$ cat src/rtl/id_branch_pkg.sv
package id_branch_pkg;
  localparam int XLEN     = 32;
  localparam int RIDX_W   = 5;
  localparam int OPC_W    = 6;
  localparam int DISP_W   = 16;
  localparam int JIDX_W   = 26;
  localparam int OPC_LSB  = XLEN - OPC_W;
  localparam int RS_LSB   = OPC_LSB - RIDX_W;
  localparam int RT_LSB   = RS_LSB - RIDX_W;
  localparam int PAGE_W   = XLEN - JIDX_W - 2;
  localparam int N_OPND   = 2;

  localparam logic [OPC_W-1:0] OPC_BEQ  = 6'd4;
  localparam logic [OPC_W-1:0] OPC_JUMP = 6'd2;

  typedef struct packed {
    logic              we;
    logic [RIDX_W-1:0] rd;
    logic [XLEN-1:0]   val;
  } wr_port_t;

  function automatic logic reg_hit(input logic we, input logic [RIDX_W-1:0] rd,
                                   input logic [RIDX_W-1:0] src);
    return we && (rd != '0) && (rd == src);
  endfunction
endpackage

$ cat src/rtl/id_slot_reg.sv
module id_slot_reg
  import id_branch_pkg::*;
(
  input  logic            clk,
  input  logic            rst_n,
  input  logic            hold,
  input  logic            squash,
  input  logic            in_valid,
  input  logic [XLEN-1:0] in_instr,
  input  logic [XLEN-1:0] in_pc4,
  output logic            q_valid,
  output logic [XLEN-1:0] q_instr,
  output logic [XLEN-1:0] q_pc4
);
  always_ff @(posedge clk or negedge rst_n) begin
    if (!rst_n) begin
      q_valid <= 1'b0;
      q_instr <= '0;
      q_pc4   <= '0;
    end else if (hold) begin
      q_valid <= q_valid;
    end else if (squash) begin
      q_valid <= 1'b0;
      q_instr <= '0;
      q_pc4   <= in_pc4;
    end else begin
      q_valid <= in_valid;
      q_instr <= in_instr;
      q_pc4   <= in_pc4;
    end
  end
endmodule

$ cat src/rtl/id_operand_sel.sv
module id_operand_sel
  import id_branch_pkg::*;
(
  input  logic [RIDX_W-1:0] src,
  input  logic [XLEN-1:0]   rf_val,
  input  logic              ex_we,
  input  logic [RIDX_W-1:0] ex_rd,
  input  wr_port_t          mem_p,
  input  logic              mem_is_load,
  input  wr_port_t          wb_p,
  output logic [XLEN-1:0]   val,
  output logic              not_ready
);
  logic ex_hit, mem_hit, wb_hit;

  always_comb begin
    ex_hit    = reg_hit(ex_we, ex_rd, src);
    mem_hit   = reg_hit(mem_p.we, mem_p.rd, src);
    wb_hit    = reg_hit(wb_p.we, wb_p.rd, src);
    not_ready = ex_hit || (mem_hit && mem_is_load);
    if (mem_hit)     val = mem_p.val;
    else if (wb_hit) val = wb_p.val;
    else             val = rf_val;
  end
endmodule

$ cat src/rtl/id_target_gen.sv
module id_target_gen
  import id_branch_pkg::*;
(
  input  logic [XLEN-1:0]   pc4,
  input  logic [JIDX_W-1:0] field,
  output logic [XLEN-1:0]   br_tgt,
  output logic [XLEN-1:0]   j_tgt
);
  localparam int SEXT_W = XLEN - DISP_W - 2;
  logic [DISP_W-1:0] disp;

  always_comb begin
    disp   = field[DISP_W-1:0];
    br_tgt = pc4 + {{SEXT_W{disp[DISP_W-1]}}, disp, 2'b00};
    j_tgt  = {pc4[XLEN-1 -: PAGE_W], field, 2'b00};
  end
endmodule

$ cat src/rtl/id_branch_unit.sv
module id_branch_unit
  import id_branch_pkg::*;
(
  input  logic              clk,
  input  logic              rst_n,
  input  logic              if_valid,
  input  logic [XLEN-1:0]   if_instr,
  input  logic [XLEN-1:0]   if_pc_plus4,
  input  logic [XLEN-1:0]   rf_rs_val,
  input  logic [XLEN-1:0]   rf_rt_val,
  input  logic              ex_we,
  input  logic              ex_is_load,
  input  logic [RIDX_W-1:0] ex_rd,
  input  logic              mem_we,
  input  logic              mem_is_load,
  input  logic [RIDX_W-1:0] mem_rd,
  input  logic [XLEN-1:0]   mem_val,
  input  logic              wb_we,
  input  logic [RIDX_W-1:0] wb_rd,
  input  logic [XLEN-1:0]   wb_val,
  output logic              id_valid,
  output logic [XLEN-1:0]   id_instr,
  output logic [XLEN-1:0]   id_pc_plus4,
  output logic              id_stall,
  output logic              redirect,
  output logic [XLEN-1:0]   redirect_pc
);
  wr_port_t          mem_p, wb_p;
  logic [OPC_W-1:0]  opc;
  logic              is_br, is_jmp, cmp_eq, any_wait;
  logic [RIDX_W-1:0] src   [N_OPND];
  logic [XLEN-1:0]   rfv   [N_OPND];
  logic [XLEN-1:0]   opnd  [N_OPND];
  logic [N_OPND-1:0] wait_v;
  logic [XLEN-1:0]   br_tgt, j_tgt;

  // The execute-stage load flag needs no use here: any execute match stalls,
  // and the producer's type only matters once it reaches the memory stage.
  logic unused_ex_load;
  assign unused_ex_load = ex_is_load;

  assign mem_p = '{we: mem_we, rd: mem_rd, val: mem_val};
  assign wb_p  = '{we: wb_we,  rd: wb_rd,  val: wb_val};

  assign opc    = id_instr[XLEN-1 -: OPC_W];
  assign src[0] = id_instr[RS_LSB +: RIDX_W];
  assign src[1] = id_instr[RT_LSB +: RIDX_W];
  assign rfv[0] = rf_rs_val;
  assign rfv[1] = rf_rt_val;

  generate
    for (genvar k = 0; k < N_OPND; k++) begin : g_opnd
      id_operand_sel u_sel (
        .src        (src[k]),
        .rf_val     (rfv[k]),
        .ex_we      (ex_we),
        .ex_rd      (ex_rd),
        .mem_p      (mem_p),
        .mem_is_load(mem_is_load),
        .wb_p       (wb_p),
        .val        (opnd[k]),
        .not_ready  (wait_v[k])
      );
    end
  endgenerate

  id_target_gen u_tgt (
    .pc4   (id_pc_plus4),
    .field (id_instr[JIDX_W-1:0]),
    .br_tgt(br_tgt),
    .j_tgt (j_tgt)
  );

  always_comb begin
    is_br       = id_valid && (opc == OPC_BEQ);
    is_jmp      = id_valid && (opc == OPC_JUMP);
    any_wait    = |wait_v;
    cmp_eq      = (opnd[0] == opnd[1]);
    id_stall    = is_br && any_wait;
    redirect    = is_jmp || (is_br && !any_wait && cmp_eq);
    redirect_pc = is_jmp ? j_tgt : br_tgt;
  end

  id_slot_reg u_slot (
    .clk     (clk),
    .rst_n   (rst_n),
    .hold    (id_stall),
    .squash  (redirect),
    .in_valid(if_valid),
    .in_instr(if_instr),
    .in_pc4  (if_pc_plus4),
    .q_valid (id_valid),
    .q_instr (id_instr),
    .q_pc4   (id_pc_plus4)
  );
endmodule

$ cat config.mk
export PLATFORM = sky130hd
export DESIGN_NAME = id_branch_unit
export DESIGN_NICKNAME = d
export VERILOG_FILES = /design/src/rtl/id_branch_pkg.sv /design/src/rtl/id_slot_reg.sv /design/src/rtl/id_operand_sel.sv /design/src/rtl/id_target_gen.sv /design/src/rtl/id_branch_unit.sv
export SDC_FILE = /design/constraint.sdc
export NUM_CORES = 1
export LEC_CHECK = 0
export ABC_AREA = 1
export CORE_MARGIN = 5
export CORE_UTILIZATION = 40
export DETAILED_ROUTE_END_ITERATION = 16
export PLACE_DENSITY_LB_ADDON = 0.08
export SLEW_MARGIN = 10
export SYNTH_ARGS = -nofsm -noshare
export SYNTH_HDL_FRONTEND = slang
export SYNTH_SLANG_ARGS = --single-unit
$ cat constraint.sdc
create_clock -name clk -period 3.75 [get_ports clk]
set_input_delay 0.9375 -clock clk [delete_from_list [all_inputs] [get_ports clk]]
set_output_delay 0.9375 -clock clk [all_outputs]
set_load 0.1 [all_outputs]
## Word-level counts from Yosys, hierarchy flattened

Cells that the tools add are included.

| word-level totals | value |
|---|---|
| memory bits (read-only) | 0 |
| bits in latches | 0 |
| RAM bits | 0 |
| register bits after elaboration | 65 |
| word-level logic and storage cells | 44 |
| bits of input ports | 215 |
| memories | 0 |

| cells by class | value |
|---|---|
| bitwise logic cells | 0 |
| reduce and logical (&&, ||, !) cells | 24 |
| $add $sub $neg | 1 |
| divide/modulo/power cells | 0 |
| equality and inequality tests | 9 |
| multiplexer cells | 7 |
| multipliers | 0 |
| shift-type cells | 0 |
| $lt $le $gt $ge | 0 |

Operators with widths:

| kind | number |
|---|---|
| two-way mux 32 bit | 6 |
| adder 32 bit | 1 |
| == test 32 bit | 1 |
| == test 5 bit | 6 |
| logical AND 1 bit | 16 |
| nonzero test 5 bit | 3 |
| == test 6 x 2 -> 1 bit, second input constant | 1 |
| == test 6 x 3 -> 1 bit, second input constant | 1 |
| logical OR 1 bit | 3 |
| OR reduction 2 bit | 1 |
| logical NOT 1 bit | 1 |
| two-way mux 1 bit | 1 |

## Longest topological paths before layout

Gate-level depths: netlist of the first run.

| logic depth | value |
|---|---|
| word-level depth | 11 |
| mapped depth | 23 |
| depth with buffers taken out | 20 |

## Cells and area by module

From an unflattened synthesis of the first run, not the netlist that was laid out.

| second synthesis, totals | value |
|---|---|
| cells, all modules | 1556 |
| area total of the unflattened synthesis | 9112.5 µm² |

By module, submodules not included:

| module | area an instance (µm²) | times used | cells an instance |
|---|---|---|---|
| id_operand_sel | 1483.9 | 2 | 313 |
| id_slot_reg | 2527.4 | 1 | 275 |
| id_target_gen | 2492.4 | 1 | 479 |
| id_branch_unit | 1124.8 | 1 | 176 |

## Least setup slack after synthesis of the first run

OpenSTA, ideal clock, no wires.

| path | value |
|---|---|
| kind | register to output |
| from | register u_slot.q_instr[0] |
| to | output redirect_pc[24] |
| stages on the path, launching flop included | 13 |
| required time | 2812 ps |
| data arrival time | 5005 ps |
| slack | -2192 ps |
| cells stage by stage | dfrtp_1 -> ha_1 -> inv_1 -> fa_1 -> nand3b_1 -> nand2_1 -> a21oi_1 -> o21ai_0 -> a21boi_0 -> o21ai_0 -> a21oi_1 -> xor2_1 -> o21ai_0 |

| on the way | value |
|---|---|
| cells in the longest elaborated chain, start to end | 2 |

RTL lines:

| item | line | source |
|---|---|---|
| from (decl) | id_slot_reg.sv:12 | `output logic [XLEN-1:0] q_instr,` |
| from (signal assigned) | id_slot_reg.sv:28 | `q_instr <= in_instr;` |
| adder 32 bit | id_target_gen.sv:14 | `br_tgt = pc4 + {{SEXT_W{disp[DISP_W-1]}}, disp, 2'b00};` |
| two-way mux 32 bit | id_branch_unit.sv:81 | `redirect_pc = is_jmp ? j_tgt : br_tgt;` |
| to (decl) | id_branch_unit.sv:26 | `output logic [XLEN-1:0] redirect_pc` |

No other way between the ends.

## Worst setup path in the final report of the first run

| path | value |
|---|---|
| from | input mem_rd[4] |
| to | output redirect |

| on the way | value |
|---|---|
| cells in the longest elaborated chain, start to end | 10 |
| elaborated cells on any way between the ends | 18 |

RTL lines:

| item | line | source |
|---|---|---|
| from (decl) | id_branch_unit.sv:16 | `input logic [RIDX_W-1:0] mem_rd,` |
| branches (longest 8 deep; another with two-way mux 32 bit) | n/a |  |
| logical AND 1 bit (*) | id_branch_unit.sv:80 | `redirect = is_jmp \|\| (is_br && !any_wait && cmp_eq);` |
| logical OR 1 bit (*) | id_branch_unit.sv:80 |  |
| to (decl) | id_branch_unit.sv:25 | `output logic redirect,` |

Mark *: on every way between the ends.

==> flow_summary.toml, run 1 <==
[outcome]
outcome = "complete, but fails checks"
violations = "setup timing"

[floorplanning]
die-area_um2 = 22100
num_rows = 50
core_region_area_um2 = 18800
start_util = 0.408
die_h_um = 149
die_w_um = 149
io_pins = 314

[sta]
drv_slew = 0
holdWs_ns = 0.514
report.final.setup_viol = 5
max_freq_mhz = 250
fin_crit_ns = 3.99
worst_slew_pin_slew_ns = 1.01
fin_worst_skew_ns = 0.00847
tns_ns = -0.440
rsz0062_at_grt = "yes"
period_share = 1.06
slew_headroom = 0.323
finalHoldViolCount = 0
fin_ws_ns = -0.243

[power]
total_power_mw = 4.11
vdd_drop_max_mv = 0.304
power_density_nw_per_um2 = 296
p_leak_nw = 6.85

[logic_synthesis]
synth_area_per_cell_um2 = 5.54
syn-num-nets = 1632
synthDistinctLibCells = 43
synthArstFlopShare = 1.00
seq_area_frac_synth = 0.212
ys_seq_elements = 65
netlist_area_um2 = 7690
synthFlopType = "dfrtp_1"
yosys_warnings = 0
synth_cells = 1387
synth_edf_count = 0

[hold_path]
hold_path.class = "register to register"

[finish]
drive_above_1_share = 0.266
final_common_cell = "nand2_1"
register_area_um2 = 1700
most-common-layout-cells = "nand2_1 (585), clkdlybuf4s50_1 (237), nand3_1 (141), buf_4 (124), inv_1 (120)"
final_nets = 2036
area_growth_pct = 80.8
fill_cells = 1491
multiInputGateArea_um2 = 6290

[route]
drcViolationCount = 0
first_pass_iters = 5
drt_iter0_drc = 703
viasPerCell = 5.17
wl_um = 34300
via_count = 10600
wl_per_cell_um = 16.7
antenna_left = 0

[global_routing]
antenna_found_initial = 2
track_usage = 0.290
grt_pass1_vias = 10100
grt_pass1_wl_um = 51600
grt_overflow = 0
grt_max_degree = 66

[clock_network]
clk_latency_ns = 0.34
cts-root-buf = "clkbuf_16"
cts-hold-fix-buffers = 0
cts.clk_slew.worst_paths_ns = 0.06
cts_made_buffers = 9
cts_tree = "built"
cts_buffer_depth = 2
cts.sinks = 65
cts_max_level = 3

[run]
drv_cap = 0

[placed_design]
io_buffer_count = 312
dpl.hpwl_um = 25100
pre_cts_slack_ns = -0.839
gp_congestion = 0.952

[worst_setup_path]
reg2reg_depth = 15
critPathKind = "primary input to output port"
path_max_fanout = 7
crit_start = "mem_rd[4]"
worstPathArrival_ns = 3.06
r2r_slack_ns = 0.70
crit_end = "redirect"
crit_required_ns = 2.81
reg2reg_to = "u_slot.q_pc4[29]"
critPathLaunchType = "primary input"
r2r-start = "u_slot.q_instr[20]"
setup.worst_path.end_class = "output port"
==> per-stage QoR <==
| stage | util | area [um^2] | instances |
|---|---|---|---|
| final | 0.738 | 13900 | 2058 |
| after global routing | 0.738 | 13900 | 2057 |
| after CTS | 0.707 | 13300 | 2045 |
| after detailed placement | 0.639 | 12000 | 1982 |
| after global placement | 0.639 | 12000 | 1982 |
| after floorplan | - | 7990 | 1387 |
==> where the power goes <==
part	leakage, nW	total [mW]	internal, mW	switching, mW
clock network	0.153	0.921	0.587	0.334
registers	0.709	0.802	0.745	0.0562
logic	5.99	2.39	0.905	1.48
==> how the worst min path moves through the flow <==
stage | start | end | slack, ns | cells after the start
finish | u_slot.q_pc4[19] | u_slot.q_pc4[19] | 0.51 | 2
global route | u_slot.q_pc4[8] | u_slot.q_pc4[8] | 0.54 | 2
CTS | u_slot.q_pc4[24] | u_slot.q_pc4[24] | 0.51 | 2
detailed placement | u_slot.q_pc4[24] | u_slot.q_pc4[24] | 0.50 | 2
global placement | u_slot.q_pc4[14] | u_slot.q_pc4[14] | 0.49 | 2
floorplan | rst_n | u_slot.q_instr[10] | 0.64 | 0
==> critical path, stage by stage <==
cell     delay [ns]
buf_8          0.10
buf_6          0.11
xor2_2         0.14
nor2_2         0.15
nand3_4        0.21
buf_8          0.22
buf_6          0.12
o21ai_2        0.12
nand2_1        0.08
nand2_2        0.09
nand2_1        0.05
nor2_1         0.14
nand2_2        0.11
nor2_4         0.13
nand3_4        0.09
nand2_4        0.08
buf_12         0.17
==> logic make-up after synthesis <==
logic type,count (synthesis),synth area share
buf+inv,191,0.102
compound gates,135,0.0941
fa+ha+maj,30,0.0498
flops,65,0.212
xor+xnor,27,0.0308
simple gates,939,0.512
==> layer usage <==
metal  track usage  vias to the layer above  part of all wire
met5             0                        -           0.00017
li1              -                     5223                 -
met2         0.516                      447              0.50
met1         0.327                     4849              0.37
met3        0.0576                      115             0.079
met4         0.150                        2             0.051
==> registers in the layout, indices dropped and copies added (netlist names) <==
signal and count:
u_slot.q_instr 32, u_slot.q_pc4 32, u_slot.q_valid 1
==> timing repair <==
| item | in CTS | in global routing |
|---|---|---|
| gates resized for setup | 184 | 112 |
| buffers inserted | 41 | 12 |
| cloned | 6 | 2 |
| endpoints found under the setup margin | 15 | 18 |
| pin swaps | 71 | 56 |
==> layout make-up <==
type / instances / area share
flip-flops and latches: 65 / 0.122
well taps: 260 / 0.0234
inverters: 135 / 0.0375
multi-input cells: 1131 / 0.452
clock inverters: 7 / 0.00729
clock buffers: 9 / 0.0162
repair buffers: 449 / 0.340
diodes: 2 / 0.000360
==> synthesized netlist by cell type, drive strengths merged (6+ instances only) <==
master	number	share of area
a21oi	44	0.029
a31oi	6	0.0049
buf	31	0.024
clkbuf	25	0.012
dfrtp	65	0.21
ha	29	0.047
inv	135	0.066
nand2	616	0.30
nand3	168	0.11
nand4	17	0.014
nor2	96	0.049
o21ai	72	0.047
or2	25	0.020
xnor2	12	0.014
xor2	15	0.017
(Power assumes the default switching activity.)
==> run 2, diff against run 1 <==
- CORE_UTILIZATION: 40 -> 35
==> run 2 against run 1 <==
The run still ends with setup timing left. Critical path type unchanged. Largest power group unchanged. Maximum frequency about the same. Routed wire length rose by 0.60%. Clock skew grew 0.0031 ns.
==> flow_summary.toml, run 2 (synthesis gave the netlist of run 1 again) <==
[route]
viasPerCell = 4.99
antenna_left = 0
via_count = 10400
drt_iter0_drc = 561
wl_um = 34500
wl_per_cell_um = 16.5
drcViolationCount = 0
first_pass_iters = 5

[sta]
fin_crit_ns = 4.00
tns_ns = -0.247
max_freq_mhz = 250
slew_headroom = 0.334
report.final.setup_viol = 1
worst_slew_pin_slew_ns = 0.997
finalHoldViolCount = 0
drv_slew = 0
fin_ws_ns = -0.247
rsz0062_at_grt = "yes"
holdWs_ns = 0.511
period_share = 1.07
fin_worst_skew_ns = 0.0115

[power]
power_density_nw_per_um2 = 285
vdd_drop_max_mv = 0.276
power_frac_seq = 0.199
intPower_mw = 2.15
pwr-share-clk = 0.201
comb_power_share = 0.600
p_leak_nw = 6.99
p_sw_mw = 1.86
p_sw_frac = 0.464

[finish]
drive_above_1_share = 0.272
final_common_cell = "nand2_1"
final_nets = 2048
reg.largest.list = "u_slot.q_instr: 32 flops, u_slot.q_pc4: 32 flops, u_slot.q_valid: 1 flops"
register_area_um2 = 1700
area_growth_pct = 82.6
most-common-layout-cells = "nand2_1 (578), clkdlybuf4s50_1 (235), nand3_1 (135), buf_4 (135), inv_1 (119)"
fill_cells = 1978
multiInputGateArea_um2 = 6250

[placed_design]
gp_congestion = 0.933
io_buffer_count = 312
dpl.hpwl_um = 25400

[clock_network]
cts.clk_slew.worst_paths_ns = 0.06
cts_buffer_depth = 2
cts_made_buffers = 9
clk_latency_ns = 0.33
cts_max_level = 3
cts-hold-fix-buffers = 0
cts.sinks = 65
cts-root-buf = "clkbuf_16"
cts_tree = "built"

[global_routing]
antenna_found_initial = 3
grt_max_degree = 46
track_usage = 0.262
grt_pass1_wl_um = 52000
grt_overflow = 0
grt_pass1_vias = 10000

[floorplanning]
io_pins = 314
die_w_um = 158
die-area_um2 = 25000
start_util = 0.353
num_rows = 54
die_h_um = 158
core_region_area_um2 = 21800

[outcome]
outcome = "complete, but fails checks"
violations = "setup timing"

[worst_setup_path]
setup.worst_path.end_class = "output port"
path_max_fanout = 7
crit_required_ns = 2.81
critPathLaunchType = "primary input"
worstPathArrival_ns = 3.06
critPathKind = "primary input to output port"
reg2reg_depth = 20

[hold_path]
hold_depth = 2
hold_path.class = "register to register"

[run]
drv_cap = 0
run 2: repair_timing:
item | CTS | global route
setup buffers | 46 | 10
pin swaps | 84 | 52
gates cloned | 9 | 0
resized for setup | 204 | 89
setup endpoints to repair | 14 | 17
run 2: cell type report:
cell class,count,area share
multi-input combinational,1131,0.445
timing repair buffer,461,0.351
sequential,65,0.121
inverter,135,0.0370
tap,280,0.0250
clock buffer,11,0.0180
clock inverter,5,0.00214
antenna,3,0.000535
run 2: critical path, stage by stage:
cell and delay [ns]:
buf_8 0.10, or2_0 0.20, a21oi_2 0.20, nand3_4 0.15, buf_12 0.18, buf_12 0.14
buf_8 0.13, or2_1 0.20, nand4_1 0.09, nand2_1 0.06, nor2_1 0.08, nand2_1 0.06
nor2_2 0.16, nand3_4 0.11, nand2_4 0.08, buf_12 0.17
run 2: layer usage:
| layer | track usage | wire length [um] |
|---|---|---|
| met4 | 0.102 | 1120 |
| met1 | 0.310 | 13500 |
| met5 | 0 | 0 |
| met3 | 0.0487 | 2670 |
| met2 | 0.466 | 17300 |
run 2: path summary, 6_finish.rpt:
check                                   start           endpoint  slack [ns]
min in group asynchronous               rst_n   u_slot.q_pc4[22]        0.69
setup / recovery                    mem_rd[4]           redirect       -0.25
setup reg to reg           u_slot.q_instr[23]  u_slot.q_instr[6]        0.81
hold / removal               u_slot.q_pc4[22]   u_slot.q_pc4[22]        0.51
max in group asynchronous               rst_n  u_slot.q_instr[0]        2.29
hold reg to reg              u_slot.q_pc4[22]   u_slot.q_pc4[22]        0.51
run 2: power groups by stage:
stage	registers [mW]	clock network (mW)	logic, mW
floorplan	1.07	0	1.07
global placement	0.808	0	2.17
detailed placement	0.807	0	2.18
CTS	0.796	0.817	2.33
global route	0.804	0.839	2.53
finish	0.797	0.806	2.40
run 2: stage by stage:
step | setup WS (ns) | power (mW) | util | cell area (um^2) | instances
finish | -0.247 | 4.01 | 0.645 | 14000 | 2091
global route | -0.398 | 4.18 | 0.645 | 14000 | 2091
CTS | -0.274 | 3.94 | 0.628 | 13700 | 2082
detailed placement | -0.847 | 2.99 | 0.561 | 12200 | 2012
global placement | -0.842 | 2.98 | 0.561 | 12200 | 2012
floorplan | -0.101 | 2.14 | - | 7990 | 1387
